`src/rtl/yarb_pkg.sv`:
```
package yarb_pkg;

    localparam int FLIT_DW   = 16;
    localparam int OPC_W     = 4;
    localparam logic [OPC_W-1:0] OPC_YIELD = 4'hA;

    typedef struct packed {
        logic               last;
        logic [FLIT_DW-1:0] data;
    } flit_t;

    typedef enum logic [1:0] {
        OWN_NONE = 2'd0,
        OWN_PRI  = 2'd1,
        OWN_NP   = 2'd2
    } owner_e;

    // Decision taken only at a packet boundary.
    function automatic owner_e pick_owner(input logic yield_on,
                                          input logic pri_req,
                                          input logic np_req);
        if (yield_on && np_req) return OWN_NP;
        if (pri_req)            return OWN_PRI;
        if (np_req)             return OWN_NP;
        return OWN_NONE;
    endfunction

    function automatic logic [FLIT_DW-1:0] yield_flit();
        return {OPC_YIELD, {(FLIT_DW-OPC_W){1'b0}}};
    endfunction

endpackage

```
`src/rtl/yarb_np_fifo.sv`:
```
module yarb_np_fifo
    import yarb_pkg::*;
#(
    parameter int DEPTH = 4
) (
    input  logic  clk,
    input  logic  rst,
    input  logic  push,
    input  flit_t din,
    input  logic  pop,
    output flit_t dout,
    output logic  full,
    output logic  empty
);
    localparam int AW = (DEPTH > 1) ? $clog2(DEPTH) : 1;

    flit_t        mem [DEPTH];
    logic [AW-1:0] wr_q, rd_q;
    logic [AW:0]   cnt_q;

    assign full  = (int'(cnt_q) == DEPTH);
    assign empty = (cnt_q == '0);
    assign dout  = mem[rd_q];

    function automatic logic [AW-1:0] bump(input logic [AW-1:0] p);
        return (p == AW'(DEPTH-1)) ? '0 : p + 1'b1;
    endfunction

    always_ff @(posedge clk) begin
        if (rst) begin
            wr_q  <= '0;
            rd_q  <= '0;
            cnt_q <= '0;
        end else begin
            if (push && !full) begin
                mem[wr_q] <= din;
                wr_q      <= bump(wr_q);
            end
            if (pop && !empty) rd_q <= bump(rd_q);
            case ({push && !full, pop && !empty})
                2'b10:   cnt_q <= cnt_q + 1'b1;
                2'b01:   cnt_q <= cnt_q - 1'b1;
                default: cnt_q <= cnt_q;
            endcase
        end
    end
endmodule

```
`src/rtl/yarb_grant.sv`:
```
module yarb_grant
    import yarb_pkg::*;
(
    input  logic   clk,
    input  logic   rst,
    input  logic   yield_on,
    input  logic   pri_valid,
    input  flit_t  pri_flit,
    output logic   pri_ready,
    input  logic   np_valid,
    input  flit_t  np_flit,
    output logic   np_pop,
    output logic   np_tail_done,
    output logic   out_valid,
    output flit_t  out_flit,
    input  logic   out_ready,
    output owner_e owner,
    output logic   busy
);
    owner_e state_q;
    logic   xfer;

    assign busy = (state_q != OWN_NONE);

    always_comb begin
        owner = busy ? state_q : pick_owner(yield_on, pri_valid, np_valid);
        case (owner)
            OWN_PRI: begin out_valid = pri_valid; out_flit = pri_flit; end
            OWN_NP:  begin out_valid = np_valid;  out_flit = np_flit;  end
            default: begin out_valid = 1'b0;      out_flit = '0;       end
        endcase
    end

    assign xfer         = out_valid && out_ready;
    assign pri_ready    = (owner == OWN_PRI) && out_ready;
    assign np_pop       = (owner == OWN_NP) && xfer;
    assign np_tail_done = np_pop && np_flit.last;

    always_ff @(posedge clk) begin
        if (rst)       state_q <= OWN_NONE;
        else if (xfer) state_q <= out_flit.last ? OWN_NONE : owner;
    end
endmodule

```
`src/rtl/yarb_starve.sv`:
```
module yarb_starve
    import yarb_pkg::*;
#(
    parameter int CNT_W = 8
) (
    input  logic               clk,
    input  logic               rst,
    input  logic [CNT_W-1:0]   thresh,
    input  logic               np_waiting,
    input  logic               np_granted,
    input  logic               np_tail_done,
    input  logic               ctl_ready,
    output logic               yield_on,
    output logic               ctl_valid,
    output logic [FLIT_DW-1:0] ctl_data
);
    logic [CNT_W-1:0] cnt_q;
    logic [CNT_W:0]   cnt_inc;
    logic             starving, trip;

    assign starving = np_waiting && !np_granted;
    assign cnt_inc  = {1'b0, cnt_q} + {{CNT_W{1'b0}}, 1'b1};
    assign trip     = starving && !yield_on && (cnt_inc >= {1'b0, thresh});
    assign ctl_data = yield_flit();

    always_ff @(posedge clk) begin
        if (rst) begin
            cnt_q     <= '0;
            yield_on  <= 1'b0;
            ctl_valid <= 1'b0;
        end else begin
            if (!starving)         cnt_q <= '0;
            else if (cnt_q != '1)  cnt_q <= cnt_inc[CNT_W-1:0];

            if (ctl_valid && ctl_ready) ctl_valid <= 1'b0;

            if (yield_on && np_tail_done) begin
                yield_on <= 1'b0;
            end else if (trip) begin
                yield_on  <= 1'b1;
                ctl_valid <= 1'b1;
            end
        end
    end
endmodule

```
`src/rtl/yarb_top.sv`:
```
module yarb_top
    import yarb_pkg::*;
#(
    parameter int DEPTH = 4,
    parameter int CNT_W = 8
) (
    input  logic               clk,
    input  logic               rst,
    input  logic [CNT_W-1:0]   thresh,
    input  logic               byp_valid,
    input  logic [FLIT_DW-1:0] byp_data,
    input  logic               byp_last,
    output logic               byp_ready,
    input  logic               dir_valid,
    input  logic [FLIT_DW-1:0] dir_data,
    input  logic               dir_last,
    output logic               dir_ready,
    output logic               out_valid,
    output logic [FLIT_DW-1:0] out_data,
    output logic               out_last,
    input  logic               out_ready,
    output logic               ctl_valid,
    output logic [FLIT_DW-1:0] ctl_data,
    input  logic               ctl_ready
);
    flit_t  np_head, out_flit;
    logic   q_full, q_empty, np_pop, np_tail_done, yield_on, busy;
    owner_e owner;

    assign dir_ready = !q_full;
    assign out_data  = out_flit.data;
    assign out_last  = out_flit.last;

    yarb_np_fifo #(.DEPTH(DEPTH)) u_q (
        .clk(clk), .rst(rst),
        .push(dir_valid), .din('{last: dir_last, data: dir_data}),
        .pop(np_pop), .dout(np_head), .full(q_full), .empty(q_empty)
    );

    yarb_grant u_grant (
        .clk(clk), .rst(rst), .yield_on(yield_on),
        .pri_valid(byp_valid), .pri_flit('{last: byp_last, data: byp_data}),
        .pri_ready(byp_ready),
        .np_valid(!q_empty), .np_flit(np_head), .np_pop(np_pop),
        .np_tail_done(np_tail_done),
        .out_valid(out_valid), .out_flit(out_flit), .out_ready(out_ready),
        .owner(owner), .busy(busy)
    );

    yarb_starve #(.CNT_W(CNT_W)) u_starve (
        .clk(clk), .rst(rst), .thresh(thresh),
        .np_waiting(!q_empty), .np_granted(owner == OWN_NP),
        .np_tail_done(np_tail_done), .ctl_ready(ctl_ready),
        .yield_on(yield_on), .ctl_valid(ctl_valid), .ctl_data(ctl_data)
    );
endmodule

```
`config.mk`:
```
export PLATFORM = sky130hd
export DESIGN_NAME = yarb_top
export DESIGN_NICKNAME = d
export VERILOG_FILES = /design/src/rtl/yarb_pkg.sv /design/src/rtl/yarb_np_fifo.sv /design/src/rtl/yarb_grant.sv /design/src/rtl/yarb_starve.sv /design/src/rtl/yarb_top.sv
export SDC_FILE = /design/constraint.sdc
export NUM_CORES = 1
export LEC_CHECK = 0
export BUFFER_PORTS_ARGS = -buffer_cell sky130_fd_sc_hd__buf_2
export CAP_MARGIN = 20
export CORE_MARGIN = 5
export CORE_UTILIZATION = 55
export CTS_CLUSTER_DIAMETER = 200
export CTS_CLUSTER_SIZE = 20
export DETAILED_ROUTE_END_ITERATION = 16
export PLACE_DENSITY_LB_ADDON = 0.15
export SLEW_MARGIN = 20
export SYNTH_ARGS = -nofsm -noshare
export SYNTH_HDL_FRONTEND = slang
export SYNTH_HIERARCHICAL = 1
export SYNTH_SLANG_ARGS = --single-unit
```
`constraint.sdc`:
```
create_clock -name clk -period 5.1 [get_ports clk]
set_input_delay 0.51 -clock clk [delete_from_list [all_inputs] [get_ports clk]]
set_output_delay 0.51 -clock clk [all_outputs]
set_load 0.005 [all_outputs]
```
==> results.txt <==
outcome = complete, no violations
fmax = 0.269 GHz
RSZ-0062 raised after global routing = false
postcts setup bufs = 0
Syn Area/Cell = 13.4 um2
HP Class = input pin to flip-flop
NumNets Final = 448
drt initial violations = 145
VDD IR max = 202 uV
CTS sink cnt = 89
Core ar. = 7610 um2
CTS root buf = clkbuf_8
Setup Skew = 12.5 ps
Final Hold Viols = 0
Slew headroom = 42.3%
max-slew violation count = 0
Clock Pin Slew Worst Setup and Hold Paths = 100 ps
global-route wire length before repair = 12.9 mm
drc violations = 0
placed cells = 473
# IOs = 85
antenna violations before repair = 0
Worst-Margin Slew = 864 ps
worst path arrival time = 4000 ps
routed via count = 2587
most frequent cells in the layout = 68 x buf_2, 68 x edfxtp_1, 30 x nor2_1, 21 x dfxtp_1, 20 x inv_1
# hold bufs at CTS = 0
Hold Path Cell Cnt = 1
vias in the first global route = 2580
Cell Rows = 32
Cell Count, Final, Fillers Out = 489
DR pass1 iterations = 4
Antenna Diode Count = 0
Core Util, Final = 62.9%
Required @ worst endpoint = 5390 ps
CTS resizes = 0
Die X = 97.5 um
routability congestion estimate = 0.799
CTS tree = done
Pleak = 1.90 nW
PwrDens = 303 nW/um2
# setup viols final = 0
flop-to-flop setup slack = 1390 ps
R2R depth = 15
vias per cell = 5.29
Final ANT Viol Nets = 0
CP Capture Type = flip-flop
largest net degree at the start of global routing = 21
initial cell density of the core = 55.4%
startpoint types = flip-flop
Die Y = 97.5 um
Max Cap Viol = 0
clk_lat worst skew = 360 ps
Routed WL = 7.95 mm
port bufs = 68
Area Growth Syn to Fin = 13.7%
Synth warnings = 6
fin crit period = 3710 ps
Num CTS Buffers = 9
Synth Instances = 314
final worst path period share = 72.8%
synthesized cell area = 4210 um2
Overflow after GRT = 0
H-tree Lvls = 3
fillers = 611
hpwl dp = 5.68 mm
gr usage total = 17.5%
Max clock buf depth = 2
setup TNS = 0 ps
layout cells sized above 1 = 30.7%
WL/cell = 16.3 um
Crit Path Max Fanout = 20
DIE AREA = 9510 um2
WS Path Type = flip-flop to flip-flop
-- report_power, final --
group,switching (mW),internal (mW),leakage (nW),total (mW)
Combinational,0.0876,0.0655,1.01,0.153
Clock,0.258,0.234,0.102,0.492
Sequential,0.00798,0.797,0.788,0.805
Total,0.353,1.10,1.90,1.45
-- worst paths after layout --
kind,from,to
worst max-delay path,u_q/cnt_q[1]$_SDFFE_PP0P_,u_q/cnt_q[2]$_SDFFE_PP0P_
worst min-delay path,dir_data[5],u_q/mem[3][5]$_DFFE_PP_
worst max register to register,u_q/cnt_q[1]$_SDFFE_PP0P_,u_q/cnt_q[2]$_SDFFE_PP0P_
worst min register to register,u_q/rd_q[0]$_SDFFE_PP0P_,u_q/rd_q[0]$_SDFFE_PP0P_
-- final cells by class --
| class | instances | area, um2 | area share, % |
|---|---|---|---|
| inverters | 20 | 75.1 | 1.57 |
| clock buffers | 10 | 128 | 2.67 |
| flip-flops and latches | 89 | 2460 | 51.4 |
| repair buffers | 73 | 378 | 7.89 |
| clock inverters | 6 | 73.8 | 1.54 |
| multi-input cells | 189 | 1540 | 32.2 |
| well taps | 102 | 128 | 2.67 |
-- worst max-delay path: stages (launching register included) --
cell,delay (ps)
dfxtp_1,400
nor3_1,80
inv_1,140
nor2b_1,200
a21o_1,190
ha_1,670
a22o_4,280
and3_1,160
o31ai_1,120
inv_1,90
ha_1,180
inv_1,60
fa_1,380
xor2_1,160
or3_2,410
a21oi_1,140
-- sequential cells by signal (all words and copies together) (netlist names), named ones only --
name                count
u_q/rd_q                2
u_starve/yield_on       1
u_q/mem                68
u_q/wr_q                2
u_starve/ctl_valid      1
u_grant/state_q         2
u_q/cnt_q               3
u_starve/cnt_q          8
-- per-stage QoR --
| stage | area [um2] | hold slack, ps | total power [mW] | setup WS [ps] |
|---|---|---|---|---|
| final | 4790 | 366 | 1.45 | 1390 |
| after global routing | 4790 | 342 | 1.52 | 1090 |
| after CTS | 4790 | 350 | 1.46 | 1400 |
| after detailed placement | 4590 | 492 | 0.975 | 1410 |
| after global placement | 4590 | 498 | 0.970 | 1540 |
| after floorplan | 4260 | 463 | 0.923 | 1930 |
-- per-layer routing --
layer	track usage (%)	vias up	wire length, um
li1	-	1255	-
met1	23.4	1247	3460
met2	28.1	78	3870
met3	3.80	7	529
met4	6.92	0	87
met5	0	-	0
Note: power is estimated with default switching activity, not from simulation.
